$ cat src/rtl/ccd_pkg.sv
package ccd_pkg;

    localparam int CODE_W = 8;
    localparam int IDX_W  = 4;

    typedef enum logic [1:0] {
        EVK_NONE  = 2'd0,
        EVK_FAST  = 2'd1,
        EVK_VALID = 2'd2,
        EVK_REP   = 2'd3
    } evk_t;

    typedef enum logic {
        FR_SEARCH,
        FR_LOCKED
    } fr_state_t;

    typedef enum logic {
        PG_NORMAL,
        PG_ARMED
    } pg_state_t;

    // Table index of a byte; 0 when the byte is not a control code.
    function automatic logic [IDX_W-1:0] code_index(input logic [CODE_W-1:0] b);
        logic [IDX_W-1:0] r;
        case (b)
            8'hAA:   r = 4'd1;
            8'h66:   r = 4'd2;
            8'hF0:   r = 4'd3;
            8'h8B:   r = 4'd4;
            8'h39:   r = 4'd5;
            8'h56:   r = 4'd6;
            8'hD1:   r = 4'd7;
            8'hD2:   r = 4'd8;
            8'hD4:   r = 4'd9;
            8'hD8:   r = 4'd10;
            default: r = 4'd0;
        endcase
        return r;
    endfunction

    // Whether a code on the given page carries a configuration meaning.
    function automatic logic code_active(input logic pg2, input logic [IDX_W-1:0] idx);
        if (pg2)
            return (idx == 4'd3) || (idx == 4'd9) || (idx == 4'd10);
        else
            return (idx != 4'd0) && (idx != 4'd7) && (idx != 4'd8);
    endfunction

endpackage

$ cat src/rtl/ccd_framer.sv
module ccd_framer
    import ccd_pkg::*;
(
    input  logic             clk,
    input  logic             rst_n,
    input  logic             clr,
    input  logic             bit_vld,
    input  logic             bit_in,
    output logic             frame_vld,
    output logic [IDX_W-1:0] frame_idx,
    output logic             frame_miss
);

    localparam int POS_W = $clog2(CODE_W);
    localparam logic [POS_W-1:0] LAST_POS = POS_W'(CODE_W - 1);

    fr_state_t          st_q, st_n;
    logic [CODE_W-2:0]  hist_q;
    logic [POS_W-1:0]   fill_q;
    logic [POS_W-1:0]   pos_q;
    logic [CODE_W-1:0]  win;
    logic [IDX_W-1:0]   widx;
    logic               hit, miss;

    // New bit enters at the top: after eight bits the first one sits in bit 0.
    assign win  = {bit_in, hist_q};
    assign widx = code_index(win);

    always_comb begin
        st_n = st_q;
        hit  = 1'b0;
        miss = 1'b0;
        if (bit_vld) begin
            unique case (st_q)
                FR_SEARCH: begin
                    if (fill_q == LAST_POS) begin
                        if (widx != '0) begin
                            hit  = 1'b1;
                            st_n = FR_LOCKED;
                        end else begin
                            miss = 1'b1;
                        end
                    end
                end
                FR_LOCKED: begin
                    if (pos_q == LAST_POS) begin
                        if (widx != '0) begin
                            hit = 1'b1;
                        end else begin
                            miss = 1'b1;
                            st_n = FR_SEARCH;
                        end
                    end
                end
            endcase
        end
    end

    always_ff @(posedge clk or negedge rst_n) begin
        if (!rst_n)   st_q <= FR_SEARCH;
        else if (clr) st_q <= FR_SEARCH;
        else          st_q <= st_n;
    end

    always_ff @(posedge clk or negedge rst_n) begin
        if (!rst_n) begin
            hist_q     <= '0;
            fill_q     <= '0;
            pos_q      <= '0;
            frame_vld  <= 1'b0;
            frame_idx  <= '0;
            frame_miss <= 1'b0;
        end else if (clr) begin
            hist_q     <= '0;
            fill_q     <= '0;
            pos_q      <= '0;
            frame_vld  <= 1'b0;
            frame_idx  <= '0;
            frame_miss <= 1'b0;
        end else begin
            frame_vld  <= hit;
            frame_miss <= miss;
            if (hit) frame_idx <= widx;
            if (bit_vld) begin
                hist_q <= win[CODE_W-1:1];
                if (fill_q != LAST_POS) fill_q <= fill_q + 1'b1;
                if (st_q == FR_SEARCH) pos_q <= '0;
                else                   pos_q <= pos_q + 1'b1;
            end
        end
    end


    frame_after_strobe_chk: assert property (@(posedge clk) disable iff (!rst_n)
        (frame_vld || frame_miss) |-> $past(bit_vld));


    frame_idx_in_table_chk: assert property (@(posedge clk) disable iff (!rst_n)
        frame_vld |-> (frame_idx >= 4'd1 && frame_idx <= 4'd10));

endmodule

$ cat src/rtl/ccd_repeat.sv
module ccd_repeat
    import ccd_pkg::*;
#(
    parameter int FAST_N  = 4,
    parameter int VALID_N = 32,
    parameter int SAT_N   = 64
) (
    input  logic                             clk,
    input  logic                             rst_n,
    input  logic                             clr,
    input  logic                             frame_vld,
    input  logic [IDX_W-1:0]                 frame_idx,
    input  logic                             frame_miss,
    output logic                             evt_vld,
    output evk_t                             evt_kind,
    output logic [IDX_W-1:0]                 evt_idx,
    output logic                             evt_pg2,
    output logic [$clog2(SAT_N+1)-1:0]       rep_cnt
);

    localparam int CNT_W = $clog2(SAT_N + 1);
    localparam logic [CNT_W-1:0] ONE_C   = CNT_W'(1);
    localparam logic [CNT_W-1:0] FAST_C  = CNT_W'(FAST_N);
    localparam logic [CNT_W-1:0] VALID_C = CNT_W'(VALID_N);
    localparam logic [CNT_W-1:0] SAT_C   = CNT_W'(SAT_N);
    localparam logic [IDX_W-1:0] PFX_IDX = 4'd6;

    pg_state_t         pg_q, pg_n;
    logic [CNT_W-1:0]  rep_q, cnt_n;
    logic [IDX_W-1:0]  last_q;
    logic              run_pg_q, pg_use;
    logic              new_run, grow;
    logic              fire_fast, fire_valid, fire_rep;

    always_comb begin
        new_run    = (rep_q == '0) || (frame_idx != last_q);
        cnt_n      = new_run ? ONE_C : ((rep_q == SAT_C) ? SAT_C : rep_q + 1'b1);
        pg_use     = new_run ? (pg_q == PG_ARMED) : run_pg_q;
        grow       = (cnt_n != rep_q);
        fire_fast  = frame_vld && grow && (cnt_n == FAST_C) && !pg_use && (frame_idx == 4'd1);
        fire_valid = frame_vld && grow && (cnt_n == VALID_C) && code_active(pg_use, frame_idx);
        fire_rep   = frame_vld && grow && (cnt_n == SAT_C);
    end

    always_comb begin
        pg_n = pg_q;
        unique case (pg_q)
            PG_NORMAL: if (fire_valid && !pg_use && frame_idx == PFX_IDX) pg_n = PG_ARMED;
            PG_ARMED:  if (frame_miss || (frame_vld && new_run))        pg_n = PG_NORMAL;
        endcase
    end

    always_ff @(posedge clk or negedge rst_n) begin
        if (!rst_n)   pg_q <= PG_NORMAL;
        else if (clr) pg_q <= PG_NORMAL;
        else          pg_q <= pg_n;
    end

    always_ff @(posedge clk or negedge rst_n) begin
        if (!rst_n) begin
            rep_q    <= '0;
            last_q   <= '0;
            run_pg_q <= 1'b0;
            evt_vld  <= 1'b0;
            evt_kind <= EVK_NONE;
            evt_idx  <= '0;
            evt_pg2  <= 1'b0;
        end else if (clr) begin
            rep_q    <= '0;
            last_q   <= '0;
            run_pg_q <= 1'b0;
            evt_vld  <= 1'b0;
            evt_kind <= EVK_NONE;
            evt_idx  <= '0;
            evt_pg2  <= 1'b0;
        end else begin
            evt_vld <= fire_fast || fire_valid || fire_rep;
            if (fire_rep)        evt_kind <= EVK_REP;
            else if (fire_valid) evt_kind <= EVK_VALID;
            else if (fire_fast)  evt_kind <= EVK_FAST;
            else                 evt_kind <= EVK_NONE;
            evt_idx <= frame_idx;
            evt_pg2 <= pg_use;
            if (frame_miss) begin
                rep_q    <= '0;
                run_pg_q <= 1'b0;
            end else if (frame_vld) begin
                rep_q    <= cnt_n;
                last_q   <= frame_idx;
                run_pg_q <= pg_use;
            end
        end
    end

    assign rep_cnt = rep_q;


    fast_code1_chk: assert property (@(posedge clk) disable iff (!rst_n)
        (evt_vld && evt_kind == EVK_FAST) |-> (evt_idx == 4'd1 && !evt_pg2));


    page2_active_chk: assert property (@(posedge clk) disable iff (!rst_n)
        (evt_vld && evt_kind == EVK_VALID && evt_pg2) |->
        (evt_idx == 4'd3 || evt_idx == 4'd9 || evt_idx == 4'd10));


    rep_sat_chk: assert property (@(posedge clk) disable iff (!rst_n)
        rep_q <= SAT_C);


    new_code_restart_chk: assert property (@(posedge clk) disable iff (!rst_n || clr)
        (frame_vld && rep_q != '0 && frame_idx != last_q) |=> (rep_q == ONE_C));


    audio_clears_chk: assert property (@(posedge clk) disable iff (!rst_n || clr)
        frame_miss |=> (rep_q == '0 && pg_q == PG_NORMAL));


    evt_follows_frame_chk: assert property (@(posedge clk) disable iff (!rst_n)
        evt_vld |-> $past(frame_vld));

endmodule

$ cat src/rtl/ccd_runlen.sv
module ccd_runlen #(
    parameter int RUN_MAX = 24
) (
    input  logic clk,
    input  logic rst_n,
    input  logic clr,
    input  logic bit_vld,
    input  logic bit_in,
    output logic run_err
);

    localparam int RL_W = $clog2(RUN_MAX + 2);
    localparam logic [RL_W-1:0] LIM_C = RL_W'(RUN_MAX);
    localparam logic [RL_W-1:0] TOP_C = RL_W'(RUN_MAX + 1);

    logic            prev_q;
    logic [RL_W-1:0] len_q, len_n;

    always_comb begin
        if (len_q == '0 || bit_in != prev_q) len_n = RL_W'(1);
        else if (len_q == TOP_C)             len_n = TOP_C;
        else                                 len_n = len_q + 1'b1;
    end

    always_ff @(posedge clk or negedge rst_n) begin
        if (!rst_n) begin
            prev_q  <= 1'b0;
            len_q   <= '0;
            run_err <= 1'b0;
        end else if (clr) begin
            prev_q  <= 1'b0;
            len_q   <= '0;
            run_err <= 1'b0;
        end else begin
            run_err <= bit_vld && (len_q == LIM_C) && (len_n == TOP_C);
            if (bit_vld) begin
                prev_q <= bit_in;
                len_q  <= len_n;
            end
        end
    end


    err_after_strobe_chk: assert property (@(posedge clk) disable iff (!rst_n)
        run_err |-> $past(bit_vld));


    err_single_chk: assert property (@(posedge clk) disable iff (!rst_n)
        run_err |=> !run_err);

endmodule

$ cat src/rtl/pdm_ctlcode_det.sv
module pdm_ctlcode_det
    import ccd_pkg::*;
#(
    parameter int FAST_N  = 4,
    parameter int VALID_N = 32,
    parameter int SAT_N   = 64,
    parameter int RUN_MAX = 24
) (
    input  logic                        clk,
    input  logic                        rst_n,
    input  logic                        clk_present,
    input  logic                        bit_vld,
    input  logic                        bit_in,
    output logic                        evt_vld,
    output logic [1:0]                  evt_kind,
    output logic [IDX_W-1:0]            evt_idx,
    output logic                        evt_pg2,
    output logic [$clog2(SAT_N+1)-1:0]  rep_cnt,
    output logic                        audio_seen,
    output logic                        run_err
);

    logic             clr;
    logic             f_vld, f_miss;
    logic [IDX_W-1:0] f_idx;
    evk_t             kind;

    assign clr = !clk_present;

    ccd_framer u_framer (
        .clk        (clk),
        .rst_n      (rst_n),
        .clr        (clr),
        .bit_vld    (bit_vld),
        .bit_in     (bit_in),
        .frame_vld  (f_vld),
        .frame_idx  (f_idx),
        .frame_miss (f_miss)
    );

    ccd_repeat #(
        .FAST_N  (FAST_N),
        .VALID_N (VALID_N),
        .SAT_N   (SAT_N)
    ) u_repeat (
        .clk        (clk),
        .rst_n      (rst_n),
        .clr        (clr),
        .frame_vld  (f_vld),
        .frame_idx  (f_idx),
        .frame_miss (f_miss),
        .evt_vld    (evt_vld),
        .evt_kind   (kind),
        .evt_idx    (evt_idx),
        .evt_pg2    (evt_pg2),
        .rep_cnt    (rep_cnt)
    );

    ccd_runlen #(
        .RUN_MAX (RUN_MAX)
    ) u_runlen (
        .clk     (clk),
        .rst_n   (rst_n),
        .clr     (clr),
        .bit_vld (bit_vld),
        .bit_in  (bit_in),
        .run_err (run_err)
    );

    assign evt_kind   = kind;
    assign audio_seen = f_miss;


    clear_quiet_chk: assert property (@(posedge clk) disable iff (!rst_n)
        !clk_present |=> (!evt_vld && !audio_seen && !run_err && rep_cnt == '0));

endmodule

$ cat config.mk
export PLATFORM = sky130hd
export DESIGN_NAME = pdm_ctlcode_det
export DESIGN_NICKNAME = d
export VERILOG_FILES = /design/src/rtl/ccd_pkg.sv /design/src/rtl/ccd_framer.sv /design/src/rtl/ccd_repeat.sv /design/src/rtl/ccd_runlen.sv /design/src/rtl/pdm_ctlcode_det.sv
export SDC_FILE = /design/constraint.sdc
export NUM_CORES = 1
export LEC_CHECK = 0
export BUFFER_PORTS_ARGS = -buffer_cell sky130_fd_sc_hd__buf_4
export CAP_MARGIN = 20
export CORE_MARGIN = 2
export CORE_UTILIZATION = 60
export CTS_BUF_LIST = sky130_fd_sc_hd__clkbuf_4
export CTS_CLUSTER_DIAMETER = 40
export DETAILED_ROUTE_END_ITERATION = 12
export PLACE_DENSITY = 0.82
export REMOVE_ABC_BUFFERS = 1
export SYNTH_ARGS = -nofsm -noshare
export SYNTH_HDL_FRONTEND = slang
export SYNTH_SLANG_ARGS = --single-unit
$ cat constraint.sdc
create_clock -name clk -period 3.2 [get_ports clk]
set_clock_uncertainty 0.15 [all_clocks]
set_input_delay 0.64 -clock clk [delete_from_list [all_inputs] [get_ports clk]]
set_output_delay 0.64 -clock clk [all_outputs]
set_load 0.05 [all_outputs]
==> metrics.txt, run 1 <==
Routed wire per std cell=14.6 um; Avg Cell Area, Syn=9.36 sq um; Antenna diodes=0; largest stage delay on the critical path=0.50 ns; relative slew slack=60.8%; synth unique cells=60; placed instance count=378; post-CTS setup buffers=0; top-count cell post-synth=dfrtp_1; largest net degree at the start of global routing=48; Worst Tran Pin Value=0.589 ns; H-tree Lvls=2; GR peak layer=met2; # IOs=22; IO buf count=21; Rows=25; post-CTS sizing=0; full die area=5500 sq um; Period minus WS final=2.49 ns; final hold vios=0; initial DRC count=134; Chip Height=74.2 um; clock network fraction of total power=35.8%; Detail Placement HPWL=3890 um; Post-layout nets=336; combinational power share=5.7%; drt drc=0; Switch Pwr=0.000245 W; synth cell count leaders=47 x dfrtp_1, 20 x nand2_1, 20 x nor2_1, 20 x nor2b_1, 18 x o21ai_0; non-filler cells, final=386; Flop pwr share=58.5%; antenna-violating nets left=0; Synth Flop Type=dfrtp_1; post-route cell area=3170 sq um; global-route met3 utilization=4.07%; cell family with most CP delay=simple AND/OR/NAND/NOR gates; asr flop ratio synth=100%; met2 GRT Util=38.1%; top post-synthesis cells by area=dfrtp_1 40%, ha_1 5.5%, mux2i_1 5.1%; DRT Wirelength=5620 um; total of max-cap violations=0; register-to-register setup slack=0.71 ns; synthesis-stage register bit count=47; class of the most critical hold timing path=primary input to asynchronous set/reset pin; post-synthesis sequential area ratio=39.8%; internal power=0.000790 W; WP buf/inv=1; Pleak=1.44 nW; clk slew on worst S/H paths=0.15 ns; Mapped Cells=316; Placed Area=3080 sq um; Setup violations, final=0; Crit-path slowest cell=dfrtp_1; VDD IR-drop max=0.216 mV; cell chain of the critical path=inv_1, ha_1, or3b_1, nor3_2, and2b_1, a31oi_1, o21ai_0, a21oi_1; switching part of the total=23.7%; DR vias=2303; routed vias/inst=5.97; fin crit share=77.7%; Critical path origin=u_repeat.rep_cnt[0]; initial antenna violation count=0; met1 GRT Util=28.6%; CTS tree=built; TritonCTS Sinks=47; Crit. End Element=flop; power per cell area=327 nW/um^2; Synth Warn #=0; crit path kind=flop to flop; initial core utilization=62.6%; share of post-route cells with drive strength above 1=12.2%; crit start category=flop; r2r worst-path depth=8; clk buf depth=2; Final Power=0.00104 W; cts hold-fix bufs=0; Worst-Skew Late Latency=0.36 ns; CTS Buf Count=5; setup TNS=0 ns; Critical Path AT=2.64 ns; Die W=74.2 um; unrepaired setup endpoints after global routing=false; Tot GR Track Use=22.3%; Max Fclk=402 MHz; synthesis-to-finish area growth=7.11%; vias in the first global route=2131; critical path data required time=3.35 ns; share of Yosys cell area claimed by the top area cell type=39.8%; leading area contributor after synthesis=dfrtp_1; Slew Viols, Final=0; status=finished, final reports clean; Worst R2R Start=u_repeat.rep_cnt[0]; Pre-antenna DRT Iters=4; first-pass GRT wire length=9600 um; root buffer cell=clkbuf_4; CP Max Fanout=9; EDFF count, synth=0; area of the mapped netlist=2960 sq um; CORE AREA=4720 sq um; final global-route overflow total=0; Critical R2R Capture=u_repeat.evt_vld; Final Wtd Congestion=0.883
power groups by stage:
stage          Sequential (W)  Clock, W  Combinational [W]
2_1_floorplan        0.000616         0          0.0000285
3_3_place_gp         0.000617         0          0.0000590
3_5_place_dp         0.000617         0          0.0000606
5_1_grt              0.000607  0.000410          0.0000681
6_report             0.000606  0.000370          0.0000589
4_1_cts              0.000606  0.000389          0.0000607
flip-flops by register name, summed over array words and instances, names as in the netlist, 3 cells and up:
signal / count
u_framer.hist_q: 6
u_framer.pos_q: 3
u_framer.frame_idx: 4
u_framer.fill_q: 3
u_repeat.last_q: 4
u_repeat.rep_cnt: 7
u_repeat.evt_idx: 4
u_runlen.len_q: 5
cells by family after synthesis:
family          share of synthesized area (%)
compound gates                           14.6
mux                                      5.84
fa+ha+maj                                5.50
xor+xnor                                 3.26
simple gates                             26.0
flops                                    39.8
buf+inv                                  5.08
placed cells by master (no fill, tap or decap), drive strengths merged, types with 3 or more instances in the layout:
cell / Yosys / routed
dfrtp: 47 / 47
buf: 10 / 21
nor2: 20 / 20
nand2: 20 / 20
nor2b: 20 / 20
o21ai: 18 / 18
mux2i: 15 / 15
nand3: 15 / 15
a21oi: 13 / 13
ha: 13 / 13
inv: 9 / 10
nand2b: 9 / 9
xor2: 8 / 8
and2: 8 / 8
nand4b: 8 / 8
and3: 6 / 6
nor3: 6 / 6
a21boi: 5 / 5
clkbuf: 16 / 5
xnor2: 3 / 3
a31oi: 3 / 3
a2111oi: 3 / 3
metal layers:
| layer | vias to the layer above | part of all wire (%) |
|---|---|---|
| met5 | - | 0 |
| met4 | 0 | 2.0 |
| met1 | 1126 | 45 |
| li1 | 1118 | - |
| met2 | 49 | 49 |
| met3 | 10 | 3.2 |
how the worst max path moves through the flow:
| stage | endpoint | cells past startpoint |
|---|---|---|
| 3_3_place_gp | u_framer.frame_idx[1] | 9 |
| 3_5_place_dp | u_framer.frame_idx[1] | 9 |
| 5_1_grt | u_repeat.evt_vld | 8 |
| 4_1_cts | u_repeat.evt_vld | 6 |
| 6_report | u_repeat.evt_vld | 8 |
| 2_1_floorplan | u_repeat.evt_vld | 8 |
stage by stage:
stage | hold slack (ns) | setup slack (ns) | utilization [%]
6_report | 0.0986 | 0.712 | 67.0
5_1_grt | 0.121 | 0.467 | 67.0
4_1_cts | 0.112 | 0.693 | 67.0
3_5_place_dp | 0.396 | 0.491 | 65.2
3_3_place_gp | 0.381 | 0.595 | 65.2
2_1_floorplan | 0.194 | 0.777 | -
area by class of cell:
type                       instances  area, sq um
tap                               67         83.8
sequential                        47         1180
clock buffer                       5         37.5
timing repair buffer              21          158
multi-input combinational        234         1630
inverter                           9         33.8
fill                             400         1560
clock inverter                     3         47.5
(Power assumes the default switching activity.)
==> inputs of run 2 (changes only) <==
Settings changed: CORE_UTILIZATION 60 to 56, PLACE_DENSITY 0.82 to 0.8.
Clock period 3.2 ns to 2 ns, I/O delays scaled along.
==> run 2 against run 1 <==
Net effect:
- the flow now finishes with violations (setup timing)
- hold slack gained 0.096 ns
- routed wire length grew 14%
- worst setup slack got worse by 0.92 ns
- flip-flop and latch count is the same
- core utilization grew 6.3 points
- maximum frequency grew 13%
- sequential share of layout area shrank 5.8 points
- critical path depth decreased by 1
- sequential power grew 60%
- final cell count increased by 14%
- via count is 9.2% higher
- largest cell class unchanged
- highest routed layer unchanged
==> metrics.txt, run 2 (synthesis gave the netlist of run 1 again) <==
post-route setup slack=-0.208 ns (-0.920 ns); clk buf depth=2 (unchanged); Rows=26 (+4.0%); Layout Utilization=73.4% (+6.3 points); cell family with most CP delay=compound AO/OA/AOI/OAI gates; DR vias=2515 (+9.2%); unrepaired setup endpoints after global routing=true; Period minus WS final=2.21 ns (-0.280 ns); Placed Area=3420 sq um (+11%); Final Power=0.00178 W (+72%); Post-layout nets=387 (+15%); routed vias/inst=5.72 (-4.2%); Critical Path AT=2.32 ns (-0.32 ns); register-to-register setup slack=-0.21 ns (-0.92 ns); CP Max Fanout=3 (-6); Pre-antenna DRT Iters=5 (+1); TritonCTS Sinks=47 (unchanged); first-pass GRT wire length=11100 um (+16%); IO buf count=21 (unchanged); Antenna diodes=0 (unchanged); largest stage delay on the critical path=0.44 ns (-0.06 ns); H-tree Lvls=2 (unchanged); r2r worst-path depth=7 (-1); synthesis-to-finish area growth=26.8%; Crit-path slowest cell=a2111oi_4; Critical R2R Capture=u_framer.frame_idx[1]; max reg flops=7 (unchanged); failing checks=setup timing; Worst R2R Start=u_runlen.prev_q; crit path kind=flop to flop; antenna-violating nets left=0 (unchanged); Die W=76.7 um (+3.3%); Chip Height=76.7 um (+3.3%); most common cell after layout, fill and taps aside=buf_4; status=complete, but fails checks; WP buf/inv=0 (-1); cell chain of the critical path=ha_2, nand4bb_1, a2111oi_4, a211oi_2, and3_1, or3_1, o211a_1; largest net degree at the start of global routing=48 (unchanged); final hold vios=0 (unchanged); Setup WS pre-CTS=-0.338 ns (-0.830 ns); CTS Buf Count=5 (unchanged); Crit. End Element=flop; relative slew slack=61.2% (+0.43 points); Levels on crit path=7 (-1); initial antenna violation count=0 (unchanged); critical path data required time=2.11 ns (-1.24 ns); initial core utilization=57.9% (-4.7 points); CORE AREA=5110 sq um (+8.1%); full die area=5880 sq um (+6.8%); Critical path origin=u_runlen.prev_q; Slew Viols, Final=0 (unchanged); drt drc=0 (unchanged); Routed wire per std cell=14.6 um (+0.14%); # IOs=22 (unchanged); Worst Tran Pin Value=0.582 ns (-0.00640 ns); CTS tree=built; Max Fclk=453 MHz (+13%); crit start category=flop; Pleak=1.70 nW (+19%); fin crit share=110% (+33 points); CP Capture Point=u_framer.frame_idx[1]; Setup violations, final=16 (+16); total of max-cap violations=0 (unchanged); clk slew on worst S/H paths=0.14 ns (about the same); Detail Placement HPWL=4470 um (+15%); root buffer cell=clkbuf_4; share of post-route cells with drive strength above 1=31.6% (+19 points); Tot GR Track Use=22.9% (+0.58 points); VDD IR-drop max=0.428 mV (+98%); class of the most critical hold timing path=primary input to flop; DRT Wirelength=6410 um (+14%); vias in the first global route=2487 (+17%); post-route cell area=3750 sq um (+18%); power per cell area=475 nW/um^2 (+45%); Final Wtd Congestion=0.792 (-10%); final global-route overflow total=0 (unchanged); commonest cells after routing, fill and taps aside=68 x buf_4, 47 x dfrtp_1, 20 x nand2_1, 20 x nor2b_1, 17 x nor2_1; Worst-Skew Late Latency=0.36 ns (about the same); initial DRC count=196 (+46%)
-- run 2: cell count changes in the layout (fill, tap and decap cells not counted), sizes merged --
cell and delta:
clkinvlp +1, buf +50, inv -1, dlygate4sd3 +1, bufinv +1, clkinv -1
-- run 2: worst min path at each step --
stage                 from                    to  cells after the start  slack (ns)
3_5_place_dp         rst_n  u_repeat.evt_kind[0]                      1        0.30
6_report       clk_present   u_repeat.evt_idx[2]                      2        0.19
2_1_floorplan        rst_n    u_framer.fill_q[0]                      0       -0.05
5_1_grt        clk_present   u_repeat.evt_idx[2]                      2        0.18
4_1_cts        clk_present   u_repeat.evt_idx[2]                      2        0.18
3_3_place_gp         rst_n  u_repeat.evt_kind[0]                      1        0.30
-- run 2: power by group --
| part | internal, W | switching, W | total (W) |
|---|---|---|---|
| Clock | 0.000389 | 0.000303 | 0.000692 |
| Sequential | 0.000959 | 0.00000968 | 0.000968 |
| Combinational | 0.0000506 | 0.0000690 | 0.000120 |
| Total | 0.00140 | 0.000382 | 0.00178 |
-- run 2: cell type report --
type                            instances  area [sq um]
Tap cell                               70          87.6
Inverter                                9          33.8
Timing Repair Buffer                   72           554
Clock buffer                            5          37.5
Sequential cell                        47          1180
Multi-Input combinational cell        234          1790
Clock inverter                          3          67.6
Fill cell                             362          1360
-- run 2: metal layers --
metal / track usage [%] / vias to the layer above / part of all wire [%]
li1: - / 1223 / -
met1: 30.0 / 1224 / 44
met2: 39.3 / 59 / 51
met3: 4.00 / 9 / 3.8
met4: 6.00 / 0 / 1.0
met5: 0 / - / 0
-- run 2: timing repair --
action / 4_1_cts / 5_1_grt
endpoints found under the setup margin: 14 / 18
resized for setup: 27 / 20
hold buffers: 1 / 0
buffers inserted: 4 / 2
pin swaps: 15 / 13
hold endpoints to repair: 47 / 0
-- run 2: per-stage QoR --
step                      std cells  hold WS [ns]  TNS (ns)
after floorplan                 290       -0.0456     -2.85
after global placement          425         0.297     -1.55
after detailed placement        425         0.301     -2.56
after CTS                       438         0.176    -0.887
after global routing            440         0.178     -3.32
final                           440         0.194     -1.64
==> inputs of run 3 (changes only) <==
Settings changed: SETUP_SLACK_MARGIN set to 0.5.
==> run 3 against run 2 <==
Net effect:
- the run still ends with setup timing left
- hold slack gained 0.0066 ns
- worst setup slack worse by 0.068 ns
- count of clock-buffer cells in the layout did not move
- core utilization is 11 points higher
- final cell count is 5.7% higher
- critical endpoint is now u_repeat.evt_kind[1]
==> metrics.txt, run 3 (synthesis gave the netlist of run 1 again) <==
Pleak=1.88 nW (+11%); Pre-antenna DRT Iters=5 (unchanged); WHS Endpoint=u_repeat.evt_idx[2]; class of the most critical hold timing path=primary input to flop; post-route setup slack=-0.276 ns (-0.0679 ns); Final Wtd Congestion=0.792 (unchanged); Worst Tran Pin Value=0.600 ns (+0.0179 ns); DRT Wirelength=8710 um (+36%); cell chain of the critical path=inv_2, ha_4, or3b_4, a211oi_1, a21oi_1, o41ai_2, a21oi_1; most used cell, CP=a21oi_1; failing checks=setup timing; crit start category=flop; fin crit share=114% (+3.4 points); DR vias=2854 (+13%); Critical Path AT=2.37 ns (+0.05 ns); clk slew on worst S/H paths=0.14 ns (about the same); initial DRC count=251 (+28%); placed instance count=425 (unchanged); Max Fclk=439 MHz (-3.0%); critical path data required time=2.10 ns (about the same); Detail Placement HPWL=4470 um (unchanged); antenna-violating nets left=0 (unchanged); full die area=5880 sq um (unchanged); hold slack=0.201 ns (+0.00658 ns); Setup violations, final=16 (unchanged); vias in the first global route=2673 (+7.5%); Chip Height=76.7 um (unchanged); IO buf count=21 (unchanged); FILL cells=278 (-23%); Tot GR Track Use=25.7% (+2.8 points); # IOs=22 (unchanged); CTS tree=built; relative slew slack=60.0% (-1.2 points); CTS Buf Count=5 (unchanged); CP Max Fanout=3 (unchanged); Crit. End Element=flop; routed vias/inst=6.14 (+7.4%); Die W=76.7 um (unchanged); first-pass GRT wire length=12300 um (+11%); Rows=26 (unchanged); H-tree Lvls=2 (unchanged); power per cell area=433 nW/um^2 (-8.8%); final hold vios=0 (unchanged); max reg flops=7 (unchanged); Crit-path slowest cell=dfrtp_1; Antenna diodes=0 (unchanged); TritonCTS Sinks=47 (unchanged); Placed Area=3420 sq um (unchanged); total of max-cap violations=0 (unchanged); register-to-register setup slack=-0.28 ns (-0.07 ns); largest net degree at the start of global routing=48 (unchanged); clk buf depth=2 (unchanged); Slew Viols, Final=0 (unchanged); WP buf/inv=1 (+1); hold_sp=clk_present; Critical R2R Capture=u_repeat.evt_kind[1]; drt drc=0 (unchanged); crit path kind=flop to flop; unrepaired setup endpoints after global routing=true; most common cell after layout, fill and taps aside=buf_4; Worst-Skew Late Latency=0.37 ns (about the same); Period minus WS final=2.28 ns (+0.0679 ns); Worst R2R Start=u_repeat.rep_cnt[0]; root buffer cell=clkbuf_4; r2r worst-path depth=7 (unchanged); commonest cells after routing, fill and taps aside=59 x buf_4, 45 x dfrtp_1, 29 x buf_6; initial core utilization=57.9% (unchanged); cell family with most CP delay=compound AO/OA/AOI/OAI gates; Post-layout nets=412 (+6.5%); setup TNS=-2.52 ns (-0.878 ns); final global-route overflow total=0 (unchanged); Final Power=0.00186 W (+4.3%); post-route cell area=4290 sq um (+14%); share of post-route cells with drive strength above 1=42.8% (+11 points); initial antenna violation count=0 (unchanged); largest stage delay on the critical path=0.45 ns (about the same); non-filler cells, final=465 (+5.7%); VDD IR-drop max=0.382 mV (-11%); status=complete, but fails checks; Min-Delay Path Depth=2 (unchanged); CORE AREA=5110 sq um (unchanged); synthesis-to-finish area growth=44.9%; Routed wire per std cell=18.7 um (+29%)
-- run 3: cell types whose count changed in the layout (fill, tap and decap cells not counted), moves of 4 or more --
cell and change:
buf_6 +26, buf_4 -9, buf_8 +6, ha_1 -5
ha_4 +5, o21ai_0 -4
-- run 3: worst max-delay path by stage --
stage / to / cells past startpoint / slack (ns) / start
after global placement: u_framer.frame_idx[1] / 9 / -0.28 / bit_in
final: u_repeat.evt_kind[1] / 7 / -0.28 / u_repeat.rep_cnt[0]
after CTS: u_framer.frame_idx[1] / 7 / -0.14 / u_runlen.prev_q
after detailed placement: u_framer.frame_idx[1] / 9 / -0.34 / bit_in
after floorplan: u_repeat.evt_vld / 8 / -0.42 / u_repeat.rep_cnt[0]
after global routing: u_repeat.evt_kind[1] / 7 / -0.36 / u_repeat.rep_cnt[0]
-- run 3: cell type report --
cell class	instances	area, sq um	share of cell area [%]
multi-input cells	234	1980	46.2
clock buffers	5	37.5	0.876
clock inverters	3	67.6	1.58
inverters	9	38.8	0.905
well taps	70	87.6	2.04
flip-flops and latches	47	1180	27.5
repair buffers	97	895	20.9
-- run 3: report_power, final --
part           total (W)  switching (W)  leakage (nW)  internal (W)
sequential      0.000968     0.00000862         0.650      0.000959
clock           0.000708       0.000320        0.0514      0.000389
combinational   0.000180      0.0000955          1.18     0.0000841
-- run 3: metal layers --
metal | global-route usage, % | part of all wire [%] | wire length [um] | vias to the layer above
li1 | - | - | - | 1273
met5 | 0 | 0 | 0 | -
met3 | 3.41 | 4.8 | 421 | 48
met2 | 46.1 | 51 | 4470 | 147
met1 | 32.0 | 39 | 3370 | 1386
met4 | 8.36 | 5.2 | 455 | 0
-- run 3: worst reg2reg max path, cell delays in order, from the launching register on --
cell      delay [ns]
dfrtp_1         0.45
inv_2           0.10
ha_4            0.14
or3b_4          0.41
a211oi_1        0.28
a21oi_1         0.10
o41ai_2         0.43
a21oi_1         0.10
-- run 3: timing repair --
| action | in CTS | in global routing |
|---|---|---|
| setup endpoints to repair | 37 | 45 |
| pin swaps | 29 | 21 |
| setup buffers | 20 | 10 |
| hold buffers | 1 | 0 |
| cloned | 0 | 1 |
| resized for setup | 84 | 45 |
| endpoints found under the hold margin | 47 | 0 |
-- run 3: per-stage QoR --
| step | setup WS, ns | utilization (%) |
|---|---|---|
| detailed placement | -0.338 | 66.9 |
| floorplan | -0.423 | - |
| global placement | -0.278 | 66.9 |
| CTS | -0.141 | 78.6 |
| global route | -0.362 | 83.9 |
| finish | -0.276 | 83.9 |
